$ cat config.mk
export PLATFORM = sky130hd
export DESIGN_NAME = dual_req_encoder
export DESIGN_NICKNAME = d
export VERILOG_FILES = /design/src/rtl/dual_req_encoder.sv
export SDC_FILE = /design/constraint.sdc
export NUM_CORES = 1
export LEC_CHECK = 0
export ABC_AREA = 1
export BUFFER_PORTS_ARGS = -buffer_cell sky130_fd_sc_hd__buf_2
export CORE_AREA = 3 3 40 42
export DETAILED_ROUTE_END_ITERATION = 16
export DIE_AREA = 0 0 43 45
export PLACE_DENSITY = 0.57
export SLEW_MARGIN = 20
export SYNTH_ARGS = -nofsm -noshare
export SYNTH_HDL_FRONTEND = slang
export SYNTH_SLANG_ARGS = --single-unit
$ cat constraint.sdc
create_clock -name clk -period 1 [get_ports clk]
set_input_delay 0.1 -clock clk [delete_from_list [all_inputs] [get_ports clk]]
set_output_delay 0.1 -clock clk [all_outputs]
set_load 0.01 [all_outputs]
$ cat src/rtl/dual_req_encoder.sv
module dual_req_encoder #(
  parameter int N  = 8,
  localparam int IW = $clog2(N)
) (
  input  logic          clk,
  input  logic          rst_n,
  input  logic [N-1:0]  req,
  output logic [IW-1:0] top_idx,
  output logic          top_vld,
  output logic [IW-1:0] next_idx,
  output logic          next_vld
);

  logic [IW-1:0] a_idx, b_idx;
  logic          a_vld, b_vld;
  logic [N-1:0]  rest;

  always_comb begin
    a_idx = '0;
    a_vld = 1'b0;
    for (int i = 0; i < N; i++)
      if (req[i]) begin
        a_idx = IW'(i);
        a_vld = 1'b1;
      end
  end

  assign rest = a_vld ? (req & ~(N'(1) << a_idx)) : '0;

  always_comb begin
    b_idx = '0;
    b_vld = 1'b0;
    for (int i = 0; i < N; i++)
      if (rest[i]) begin
        b_idx = IW'(i);
        b_vld = 1'b1;
      end
  end

  always_ff @(posedge clk or negedge rst_n)
    if (!rst_n) begin
      top_idx  <= '0;
      top_vld  <= 1'b0;
      next_idx <= '0;
      next_vld <= 1'b0;
    end else begin
      top_idx  <= a_idx;
      top_vld  <= a_vld;
      next_idx <= b_idx;
      next_vld <= b_vld;
    end

endmodule


# Yosys cells after proc, flatten, opt, wreduce, memory -nomap -nowiden
# Cells that the tools add are included.
# classes
n_lt_le_gt_ge,0
n_mul,0
div,0
eq_ne,0
reduce_logical,0
bitwise_logic,2
addsub,0
n_mux,31
shifts,1
# ops
cell,n
$mux W3,12
$mux W1,18
$and A8 B8 Y8,1
$mux W8,1
$not A8 Y8,1
$shl A1 B3 Y8 const A,1
# word_totals
reg_bits,8
latchBits,0
mem_count,0
in_bits,10
ramBits,0
mem_bits_ro,0

# Longest topological paths before layout
# Gate-level depths: netlist (run 1).
# depth
depth_word,19
depth_mapped,10
mapped_depth_nobuf,10

# Worst setup path before layout (run 1)
# Ideal clock, no wire load.
# synth_timing
path_type,input-to-reg
startpoint,in req[5]
endpoint,reg next_vld
setup_time_ns,0.131
setup_slack_ns,0.133
path_stages,7
arrival_ns,0.736
cell_sequence,inv_2 nand2_4 nor2_4 nand3_1 nand2_1 a21boi_1 nand3_1
# synth_between
elab_chain_cells,15
word_cells_on_any_way,18
cone_classes,shift (1); mux (15); bitwise (2)
# synth_lines
element,line_no,text
start: declaration,7,"input logic [N-1:0] req,"
$mux W3 (3 in series),22,if (req[i]) begin
$shl A1 B3 Y8,28,assign rest = a_vld ? (req & ~(N'(1) << a_idx)) : '0;
$not A8 Y8,28,
$and A8 B8 Y8,28,
$mux W8 *,28,
$mux W1 (7 in series),34,if (rest[i]) begin
$mux W1 *,34,
net b_vld,15,"logic a_vld, b_vld;"
end signal: assignment,50,next_vld <= b_vld;
end: declaration,11,output logic next_vld
# The timed path passes the listed nets; every way through them passes the cells marked *.

# Final worst setup path (run 1)
# Ends and elaborated chain as after synthesis.

==> results_tabular.tex, run 1 <==
\begin{tabular}{lr}
\hline
Metric & Value \\
\hline
\multicolumn{2}{l}{\textbf{Floorplan}} \\
Die Footprint & about 1900 um\^{}2 \\
Site Rows & 13 \\
Vertical die dimension & about 45 um \\
Die Span X & about 43 um \\
Initial Utilization & about a third \\
Io pins & 18 \\
Total core area & around 1300 um\^{}2 \\
\multicolumn{2}{l}{\textbf{Finish}} \\
Layout-stage area growth over the synthesis result & 62.0\% \\
Area taken by flip-flops and latches & roughly 200 um\^{}2 \\
Share of layout cells above drive strength 1 & 52.8\% \\
Most used cells in the layout excluding fill and tap cells & buf\_2, buf\_4, nand2\_1 \\
Most common library cell in the layout ignoring fill and taps & buf\_2 \\
Filler cell count & $\sim$130 \\
Multi-input gate area in the final layout & about 180 um\^{}2 \\
Count of inserted antenna diode cells & 0 \\
Utilization after layout & 52.7\% \\
Filler-free cell count of the finished design & approximately 100 \\
Number of nets in the layout & roughly 100 \\
\multicolumn{2}{l}{\textbf{STA}} \\
Setup repair after global routing missed its margin & no \\
Pin slew with the least headroom to its limit & around 0.21 ns \\
Final count of hold timing violations & 0 \\
Number of failing setup endpoints in the final timing report & 0 \\
Minimum period implied by the final worst setup slack & between 0.8 and 0.9 ns \\
Minimum hold slack & roughly 0.074 ns \\
Final Slew Violations & 0 \\
Maximum clock frequency & 1180 MHz \\
Relative slew slack & approximately 86\% \\
Ratio of final minimum period to clock period & $\sim$85\% \\
Worst-case setup margin in the final layout & around 0.15 ns \\
\multicolumn{2}{l}{\textbf{Power and ir drop}} \\
Fraction of power spent switching nets & 24.8\% \\
Net switching power & $\sim$190 uW \\
P per Cell Area & roughly 1100 nW/um\^{}2 \\
Clock network power share & between 30\% and 40\% \\
Worst supply voltage drop on vdd & 531 uV \\
Total Power Consumption & 761 uW \\
Fraction of power consumed by sequential logic & between 40\% and 50\% \\
Combinational share of power & around 25\% \\
Leakage power & $\sim$0.00036 uW \\
Internal power & approximately 570 uW \\
\multicolumn{2}{l}{\textbf{Route}} \\
Number of vias per cell & 4.20 \\
Total Routed Length & $\sim$910 um \\
Vias after detailed routing & $\sim$440 \\
Detail Route Antenna Nets & 0 \\
First-pass DRT Iterations & 4 \\
Wire per inst & a little under 9 um \\
Violation count after the first detailed-route iteration & 3 \\
Number of remaining DRC errors & 0 \\
\multicolumn{2}{l}{\textbf{Setup path}} \\
Endpoint required time on the critical path & 1.12 ns \\
Arrival time at the worst endpoint & 0.96 ns \\
Endpoint kind of the worst setup timing path & flip-flop \\
Launching element type of the critical path & input pin \\
Critical path fanouts, max & 3 \\
Startpoint-to-endpoint class of the critical path & input pin to flip-flop \\
Critical path startpoint & req[5] \\
\multicolumn{2}{l}{\textbf{Synth}} \\
Fraction of synthesized cell area taken by the top area cell type & between 40\% and 50\% \\
Number of storage elements in the synthesis netlist & 8 \\
Summed instance area of the synthesized netlist & about 420 um\^{}2 \\
Share of the yosys chip area belonging to registers & 47.9\% \\
Synth area leader & dfrtp\_1 \\
Post-Syn Area per Cell & roughly 8.0 um\^{}2 \\
Synthesized netlist cell count & 52 \\
Unique masters post-synth & 18 \\
Largest cells by area after synthesis & dfrtp\_1, nand2\_1, inv\_1, nand3\_1, inv\_2 \\
Net count after synthesis & a little over 60 \\
Count of yosys warnings during synthesis & 0 \\
\multicolumn{2}{l}{\textbf{Placed design}} \\
Pre-CTS WS & -0.104 ns \\
Half-perimeter wire length of the detailed placement result & between 800 and 900 um \\
Input/output buffers & 17 \\
Routability congestion estimate from global placement & 0.826 \\
Placed Cells incl. Taps & 100 \\
\multicolumn{2}{l}{\textbf{Global route}} \\
Vias in the first global route & 417 \\
Total congestion overflow after global routing & 0 \\
Global-route usage over all layers & 11.1\% \\
Global-route wire length before repair & roughly 1.6 mm \\
Largest net degree at the start of global routing & 9 \\
Number of antenna violations at the first check in global routing & 0 \\
\multicolumn{2}{l}{\textbf{Flow run}} \\
Max-cap viol count & 0 \\
\multicolumn{2}{l}{\textbf{CTS}} \\
Clk Tree Root Cell & clkbuf\_4 \\
Post CTS Setup Buffer Count & 0 \\
CTS Sinks & 8 \\
TritonCTS clock tree & yes \\
Inserted Clock Buffers & 3 \\
Clock-pin slew reported for the worst setup and hold paths after clock tree synthesis & 0.05 ns \\
Deepest level of the CTS H-tree & 1 \\
CTS Buffer Depth & 2 \\
\multicolumn{2}{l}{\textbf{Min path}} \\
Hold Crit Depth & 3 \\
Hold wc startpoint & req[0] \\
WHS Endpoint & top\_vld \\
Path class of the lowest-slack min-delay path & input pin to flip-flop \\
\multicolumn{2}{l}{\textbf{Status}} \\
Result of the run & finished clean \\
\hline
\end{tabular}
## per-stage QoR
| step | area (um^2) | TNS [ns] |
|---|---|---|
| 2_1_floorplan | 418 | 0 |
| 3_3_place_gp | 642 | -0.265 |
| 3_5_place_dp | 642 | -0.288 |
| 4_1_cts | 674 | 0 |
| 5_1_grt | 677 | 0 |
| 6_report | 677 | 0 |
## synthesized netlist by cell type
| cell | instances |
|---|---|
| inv_1 | 7 |
| nor2_1 | 4 |
| a21boi_1 | 1 |
| dfrtp_1 | 8 |
| a21oi_2 | 1 |
| a21oi_1 | 2 |
| nand2_2 | 1 |
| o21ai_1 | 1 |
| nor2_4 | 1 |
| nor2_2 | 1 |
| nand2_4 | 1 |
| nand3_1 | 4 |
| o21ai_2 | 1 |
| nand2_1 | 12 |
| nand4_1 | 1 |
| inv_2 | 4 |
| nand3b_1 | 1 |
| o31ai_1 | 1 |
## flip-flops by register name, summed over array words and instances (netlist names)
signal,count
next_idx,3
next_vld,1
top_idx,3
top_vld,1
## per-layer routing
| layer | vias up | global-route usage (%) | part of all wire (%) |
|---|---|---|---|
| met4 | 0 | 10.8 | 2.6 |
| met1 | 185 | 10.9 | 39 |
| met2 | 15 | 20.7 | 53 |
| met5 | - | 0 | 0 |
| li1 | 235 | - | - |
| met3 | 2 | 0.398 | 4.9 |
## kinds of logic (layout without fill, tap and decap cells)
family	count (synthesis)	count (layout)	synth area share (%)
AO/OA/AOI/OAI	7	7	11.4
buffers and inverters	11	48	9.88
flip-flops	8	8	47.9
AND/OR/NAND/NOR	26	26	30.8
## power by group through the flow
stage	registers (uW)	clock network (uW)	logic [uW]
global route	346	256	209
detailed placement	351	0	186
floorplan	361	0	65.3
global placement	350	0	182
CTS	345	240	189
finish	345	229	187
## layout make-up
cell class,count,area share (%)
sequential,8,29.6
multi-input combinational,33,26.4
inverter,11,6.10
tap,15,2.77
timing repair buffer,34,31.8
clock buffer,3,3.33
## worst max-delay path: stages
cell      delay, ns
buf_2          0.11
inv_2          0.08
nand2_4        0.07
nor2_4         0.11
nand3_1        0.10
nand2_1        0.09
a21boi_1       0.23
nand3_1        0.09
## how the worst max path moves through the flow
stage | slack [ns] | to
after detailed placement | -0.10 | next_vld
after global routing | 0.05 | next_idx[0]
after floorplan | 0.13 | next_vld
final | 0.15 | next_vld
after global placement | -0.13 | next_idx[0]
after CTS | 0.15 | next_idx[2]
## timing repair
action | 4_1_cts | 5_1_grt
hold endpoints to repair | 8 | 0
gates resized for setup | 0 | 1
hold buffers | 1 | 0
setup endpoints to repair | 0 | 1
Note: power is estimated with default switching activity, not from simulation.
==> run 2, diff against run 1 <==
ABC_AREA = 0   (was 1)
PLACE_DENSITY = 0.61   (was 0.57)
clock period = 0.8 ns   (was 1 ns; I/O delays follow)
==> run 2 against run 1 <==
Against the previous run:
- the flow now finishes with violations (negative setup slack)
- final cell count decreased by 7.7%
- synthesized cell count decreased by 7.7%
- synthesized area increased by 13%
- worst setup slack got worse by 0.40 ns
- non-clock buffer count unchanged
- count of clock-buffer cells in the layout is the same
- die area unchanged
- global-route usage grew 3.3 points
- largest cell class is now multi-input gates
- clock power is 36% higher
- via count is 17% higher
==> results_tabular.tex, run 2 <==
\begin{tabular}{lr}
\hline
Metric & Value \\
\hline
\multicolumn{2}{l}{\textbf{Status}} \\
Result of the run & finished with violations \\
Violations in the final reports & negative setup slack \\
\multicolumn{2}{l}{\textbf{Floorplan}} \\
Io pins & 18 (unchanged) \\
Initial Utilization & 36.8\% (+4.3 points) \\
Total core area & 1280 um\^{}2 (unchanged) \\
Die Footprint & 1940 um\^{}2 (unchanged) \\
Vertical die dimension & 45 um (unchanged) \\
Site Rows & 13 (unchanged) \\
Die Span X & 43 um (unchanged) \\
\multicolumn{2}{l}{\textbf{Power and ir drop}} \\
Leakage power & 0.000330 uW (-7.7\%) \\
Fraction of power consumed by sequential logic & 41.6\% (-3.7 points) \\
Combinational share of power & 28.5\% (+4.0 points) \\
Net switching power & 297 uW (+57\%) \\
Total Power Consumption & 1050 uW (+37\%) \\
Clock network power share & 29.9\% (-0.2 points) \\
Internal power & 748 uW (+31\%) \\
Fraction of power spent switching nets & 28.4\% (+3.6 points) \\
Worst supply voltage drop on vdd & 667 uV (+26\%) \\
P per Cell Area & 1340 nW/um\^{}2 (+19\%) \\
\multicolumn{2}{l}{\textbf{Synth}} \\
Async set-or-reset flop fraction in the synthesized netlist & 100\% (unchanged) \\
Unique masters post-synth & 23 (+5) \\
Largest cells by area after synthesis & dfrtp\_1, a2111oi\_4, nor2\_1, a2111oi\_0, buf\_6 \\
Summed instance area of the synthesized netlist & 473 um\^{}2 (+13\%) \\
Number of storage elements in the synthesis netlist & 8 (unchanged) \\
Commonest cells post-synth & dfrtp\_1, nor2\_1, a21oi\_1 \\
Number of flops mapped to enable cells by yosys & 0 (unchanged) \\
Share of the yosys chip area belonging to registers & 42.3\% (-5.6 points) \\
Post-Syn Area per Cell & 9.85 um\^{}2 (+23\%) \\
Synth area leader & dfrtp\_1 \\
Net count after synthesis & 58 (-6.5\%) \\
Synthesized netlist cell count & 48 (-7.7\%) \\
Fraction of synthesized cell area taken by the top area cell type & 42.3\% (-5.6 points) \\
Most used flip-flop cell after synthesis & dfrtp\_1 \\
Count of yosys warnings during synthesis & 0 (unchanged) \\
Top-count cell post-synth & dfrtp\_1 \\
\multicolumn{2}{l}{\textbf{STA}} \\
Final count of hold timing violations & 0 (unchanged) \\
Minimum period implied by the final worst setup slack & $\sim$1.0 ns \\
Number of failing setup endpoints in the final timing report & 12 (+12) \\
Maximum clock frequency & 953 MHz \\
Ratio of final minimum period to clock period & 131\% \\
Worst-case setup margin in the final layout & -0.249 ns (-0.403 ns) \\
Pin slew with the least headroom to its limit & 0.292 ns (+0.0806 ns) \\
Final Slew Violations & 0 (unchanged) \\
Setup repair after global routing missed its margin & yes \\
Relative slew slack & 80.5\% (-5.3 points) \\
\multicolumn{2}{l}{\textbf{Setup path}} \\
Critical path fanouts, max & 5 (+2) \\
Endpoint kind of the worst setup timing path & flip-flop \\
Critical path's top delay family & simple AND/OR/NAND/NOR gates \\
Path length in cells of the critical path & 4 (-4) \\
Arrival time at the worst endpoint & 1.18 ns (+0.22 ns) \\
Stage delay of the slowest cell on the critical path & 0.59 ns (+0.36 ns) \\
Worst path cell trace & buf\_6 > or4\_4 > a2111oi\_4 > o32ai\_1 \\
Launching element type of the critical path & input pin \\
Endpoint required time on the critical path & 0.93 ns (-0.19 ns) \\
Critical path buffers and inverters & 1 (-1) \\
Slowest cell on crit path & or4\_4 \\
Startpoint-to-endpoint class of the critical path & input pin to flip-flop \\
\multicolumn{2}{l}{\textbf{Route}} \\
Vias after detailed routing & 511 (+17\%) \\
Total Routed Length & 1.28 mm (+40\%) \\
Number of vias per cell & 5.32 (+27\%) \\
Violation count after the first detailed-route iteration & 8 (+5) \\
First-pass DRT Iterations & 2 (-2) \\
Wire per inst & 13.3 um (+51\%) \\
Number of remaining DRC errors & 0 (unchanged) \\
Detail Route Antenna Nets & 0 (unchanged) \\
\multicolumn{2}{l}{\textbf{Global route}} \\
Global-route met1 utilization & 16.8\% (+5.9 points) \\
M2 GR Usage & 24.3\% (+3.6 points) \\
Global-route met3 utilization & 3.98\% (+3.6 points) \\
Global-route wire length before repair & 2.04 mm (+30\%) \\
Largest net degree at the start of global routing & 11 (+2) \\
Busiest grt layer & met2 \\
Number of antenna violations at the first check in global routing & 0 (unchanged) \\
Vias in the first global route & 458 (+9.8\%) \\
Total congestion overflow after global routing & 0 (unchanged) \\
Global-route usage over all layers & 14.4\% (+3.3 points) \\
\multicolumn{2}{l}{\textbf{Placed design}} \\
Routability congestion estimate from global placement & 0.748 (-9.5\%) \\
Standard cell area after detailed placement & 641 um\^{}2 (-0.20\%) \\
Input/output buffers & 17 (unchanged) \\
Half-perimeter wire length of the detailed placement result & 906 um (+8.3\%) \\
\multicolumn{2}{l}{\textbf{Finish}} \\
Number of nets in the layout & 93 (-7.9\%) \\
Design area & 781 um\^{}2 (+15\%) \\
Utilization after layout & 60.8\% (+8.1 points) \\
Largest regs & next\_idx (3), top\_idx (3) \\
Share of layout cells above drive strength 1 & 55.6\% (+2.7 points) \\
Most used cells in the layout excluding fill and tap cells & buf\_2, buf\_4, dfrtp\_1 \\
Count of inserted antenna diode cells & 0 (unchanged) \\
Most common library cell in the layout ignoring fill and taps & buf\_2 \\
Layout-stage area growth over the synthesis result & 65.1\% \\
\multicolumn{2}{l}{\textbf{Flow run}} \\
Max-cap viol count & 0 (unchanged) \\
\multicolumn{2}{l}{\textbf{CTS}} \\
CTS Buffer Depth & 2 (unchanged) \\
CTS Sinks & 8 (unchanged) \\
Clk Tree Root Cell & clkbuf\_4 \\
Deepest level of the CTS H-tree & 1 (unchanged) \\
TritonCTS clock tree & yes \\
Clock-pin slew reported for the worst setup and hold paths after clock tree synthesis & 0.05 ns (about the same) \\
Inserted Clock Buffers & 3 (unchanged) \\
\multicolumn{2}{l}{\textbf{Min path}} \\
Hold Crit Depth & 2 (-1) \\
Path class of the lowest-slack min-delay path & input pin to flip-flop \\
\hline
\end{tabular}
-- run 2: changes by cell type after synthesis, sizes merged, moves of 2 or more --
cell | previous run | this run
nand2 | 14 | 1
inv | 11 | 3
a2111oi | 0 | 4
nand3 | 4 | 0
buf | 0 | 2
clkbuf | 0 | 2
nor3 | 0 | 2
o21a | 0 | 2
-- run 2: through the flow --
step	setup TNS, ns	std cells	worst slack [ns]	hold slack, ns
floorplan	-1.34	48	-0.446	-0.216
global placement	-2.17	88	-0.516	-0.0742
detailed placement	-2.20	88	-0.539	-0.0688
CTS	-0.880	92	-0.248	0.102
global route	-1.07	96	-0.272	0.111
finish	-0.721	96	-0.249	0.115
-- run 2: layout make-up --
| type | instances | area [um^2] |
|---|---|---|
| inverters | 3 | 11.3 |
| clock buffers | 3 | 22.5 |
| well taps | 15 | 18.8 |
| fillers | 111 | 504 |
| multi-input cells | 33 | 285 |
| flip-flops and latches | 8 | 200 |
| repair buffers | 34 | 243 |
-- run 2: cell families after synthesis --
logic type | after synthesis | share of synthesized area [%]
AO/OA/AOI/OAI | 18 | 31.0
AND/OR/NAND/NOR | 12 | 12.2
flip-flops | 8 | 42.3
buffers and inverters | 7 | 8.73
XOR/XNOR | 2 | 3.70
multiplexers | 1 | 2.12
-- run 2: repair_timing --
action | in CTS | in global routing
setup buffers | 0 | 4
endpoints found under the hold margin | 8 | 0
hold buffers | 1 | 0
setup endpoints to repair | 12 | 13
pin swaps | 6 | 5
gates resized for setup | 10 | 7
-- run 2: power groups by stage --
stage | combinational [uW] | clock, uW | sequential (uW)
CTS | 265 | 323 | 435
finish | 298 | 312 | 435
global route | 322 | 346 | 437
global placement | 235 | 0 | 441
floorplan | 101 | 0 | 457
detailed placement | 238 | 0 | 442
-- run 2: path summary, 6_finish.rpt --
kind                        start           to
min in group asynchronous   rst_n  next_idx[2]
setup / recovery           req[6]     next_vld
hold / removal             req[6]   top_idx[2]
max in group asynchronous   rst_n   top_idx[2]
-- run 2: layer usage --
layer  routed length [um]  up-vias
li1                     -      246
met1                  518      245
met2                  636       17
met3                   96        3
met4                   25        0
met5                    0        -
==> run 3, diff against run 2 <==
ABC_AREA = 1   (was 0)
PLACE_DENSITY = 0.57   (was 0.61)
RECOVER_POWER = 100   (was not set)
==> run 3 against run 2 <==
Against the previous run:
- the run still ends with negative setup slack left
- clock power fell by 6.4%
- non-clock buffer count decreased by 2
- via count shrank 16%
- count of clock-buffer cells in the layout did not move
- wire length is 23% lower
- critical endpoint is now top_idx[1]
- highest routed layer is now met3
==> results_tabular.tex, run 3 (synthesis gave the netlist of run 1 again) <==
\begin{tabular}{lr}
\hline
Metric & Value \\
\hline
\multicolumn{2}{l}{\textbf{Status}} \\
Result of the run & finished with violations \\
Violations in the final reports & negative setup slack \\
\multicolumn{2}{l}{\textbf{CTS}} \\
Inserted Clock Buffers & 3 (unchanged) \\
Clk Tree Root Cell & clkbuf\_4 \\
Post CTS Setup Buffer Count & 0 (unchanged) \\
CTS Sinks & 8 (unchanged) \\
Clock-pin slew reported for the worst setup and hold paths after clock tree synthesis & 0.05 ns (about the same) \\
TritonCTS clock tree & yes \\
CTS Buffer Depth & 2 (unchanged) \\
Deepest level of the CTS H-tree & 1 (unchanged) \\
\multicolumn{2}{l}{\textbf{Setup path}} \\
Worst path cell trace & buf\_2 \\
Startpoint-to-endpoint class of the critical path & flip-flop to output pin \\
Critical path's top delay family & flip-flops \\
Endpoint required time on the critical path & 0.72 ns (-0.21 ns) \\
Critical path fanouts, max & 1 (-4) \\
Endpoint kind of the worst setup timing path & output pin \\
Critical path buffers and inverters & 1 (unchanged) \\
Launching element type of the critical path & flip-flop \\
Arrival time at the worst endpoint & 0.73 ns (-0.45 ns) \\
Stage delay of the slowest cell on the critical path & 0.36 ns (-0.23 ns) \\
Slowest cell on crit path & dfrtp\_1 \\
\multicolumn{2}{l}{\textbf{Route}} \\
Number of remaining DRC errors & 0 (unchanged) \\
Total Routed Length & 980 um (-23\%) \\
Amount of wire on met3 after detailed routing & 32 um (-67\%) \\
Number of vias per cell & 4.20 (-21\%) \\
Met1 routed wirelength after detailed routing & 389 um (-25\%) \\
First-pass DRT Iterations & 4 (+2) \\
Top routing layer in use & met3 \\
Wire per inst & 9.61 um (-28\%) \\
Detail Route Antenna Nets & 0 (unchanged) \\
Total length of routed met2 wires & 559 um (-12\%) \\
Violation count after the first detailed-route iteration & 4 (-4) \\
Vias after detailed routing & 428 (-16\%) \\
\multicolumn{2}{l}{\textbf{STA}} \\
Final Slew Violations & 0 (unchanged) \\
Relative slew slack & 73.0\% (-7.5 points) \\
Ratio of final minimum period to clock period & 102\% (-29 points) \\
Setup repair after global routing missed its margin & yes \\
Final count of hold timing violations & 0 (unchanged) \\
Minimum period implied by the final worst setup slack & 0.815 ns (-0.234 ns) \\
Minimum hold slack & 0.0501 ns (-0.0654 ns) \\
Pin slew with the least headroom to its limit & 0.405 ns (+0.113 ns) \\
Final-layout setup total negative slack & -0.0542 ns (+0.667 ns) \\
Number of failing setup endpoints in the final timing report & 8 (-4) \\
Worst-case setup margin in the final layout & -0.0145 ns (+0.234 ns) \\
Maximum clock frequency & 1230 MHz (+29\%) \\
\multicolumn{2}{l}{\textbf{Flow run}} \\
Max-cap viol count & 0 (unchanged) \\
\multicolumn{2}{l}{\textbf{Finish}} \\
Count of inserted antenna diode cells & 0 (unchanged) \\
Number of nets in the layout & 99 (+6.5\%) \\
Multi-input gate area in the final layout & 216 um\^{}2 (-24\%) \\
Largest regs & next\_idx (3), top\_idx (3) \\
Filler-free cell count of the finished design & 102 (+6.3\%) \\
Share of layout cells above drive strength 1 & 59.8\% (+4.2 points) \\
Area taken by flip-flops and latches & 200 um\^{}2 (unchanged) \\
Filler cell count & 121 (+9.0\%) \\
Layout-stage area growth over the synthesis result & 74.9\% \\
Most used cells in the layout excluding fill and tap cells & buf\_2, buf\_4, nand2\_1 \\
\multicolumn{2}{l}{\textbf{Power and ir drop}} \\
Leakage power & 0.000361 uW (+9.3\%) \\
Total Power Consumption & 988 uW (-5.4\%) \\
Worst supply voltage drop on vdd & 585 uV (-12\%) \\
P per Cell Area & 1350 nW/um\^{}2 (+1.0\%) \\
\multicolumn{2}{l}{\textbf{Global route}} \\
Global-route wire length before repair & 1.56 mm (-23\%) \\
Total congestion overflow after global routing & 0 (unchanged) \\
Number of antenna violations at the first check in global routing & 0 (unchanged) \\
Vias in the first global route & 425 (-7.2\%) \\
Global-route usage over all layers & 10.9\% (-3.4 points) \\
Largest net degree at the start of global routing & 9 (-2) \\
\multicolumn{2}{l}{\textbf{Floorplan}} \\
Site Rows & 13 (unchanged) \\
Io pins & 18 (unchanged) \\
Total core area & 1280 um\^{}2 (unchanged) \\
Initial Utilization & 32.5\% (-4.3 points) \\
Vertical die dimension & 45 um (unchanged) \\
Die Footprint & 1940 um\^{}2 (unchanged) \\
Die Span X & 43 um (unchanged) \\
\multicolumn{2}{l}{\textbf{Placed design}} \\
Pre-CTS WS & -0.257 ns (+0.282 ns) \\
Placed Cells incl. Taps & 98 (+11\%) \\
Input/output buffers & 17 (unchanged) \\
Routability congestion estimate from global placement & 0.806 (+7.7\%) \\
Half-perimeter wire length of the detailed placement result & 770 um (-15\%) \\
\multicolumn{2}{l}{\textbf{Min path}} \\
Path class of the lowest-slack min-delay path & input pin to flip-flop \\
\hline
\end{tabular}
[run 3: worst paths after layout]
check	start	end	slack [ns]	depth (start not counted)
max	top_idx[1]	top_idx[1]	-0.01	1
min	req[0]	top_vld	0.05	3
max in group asynchronous	rst_n	next_idx[1]	0.25	2
min in group asynchronous	rst_n	next_idx[2]	0.27	2
[run 3: per-layer routing]
metal  GRT usage (%)  vias to the layer above
met3               0                        0
met5               0                        -
met2            19.2                        8
met4            10.8                        0
li1                -                      231
met1            11.9                      189
[run 3: layout make-up]
type                            instances  share of cell area, %
Timing Repair Buffer                   32                   28.9
Sequential cell                         8                   27.4
Inverter                               11                   8.39
Tap cell                               15                   2.57
Multi-Input combinational cell         33                   29.6
Clock buffer                            3                   3.08
[run 3: where the power goes]
part / internal [uW] / switching, uW / total, uW
clock network: 171 / 121 / 292
registers: 427 / 4.54 / 431
logic: 129 / 136 / 265
total: 726 / 262 / 988
[run 3: what timing repair did]
action / 4_1_cts / 5_1_grt
endpoints found under the hold margin: 8 / 0
resized for setup: 0 / 12
pin swaps: 0 / 8
setup endpoints to repair: 8 / 11
hold buffers: 1 / 0
[run 3: stage by stage]
stage          util (%)  cell area (um^2)
6_report           56.9               731
5_1_grt            56.9               731
4_1_cts            54.1               696
3_5_place_dp       51.6               663
3_3_place_gp       51.6               663
2_1_floorplan         -               454
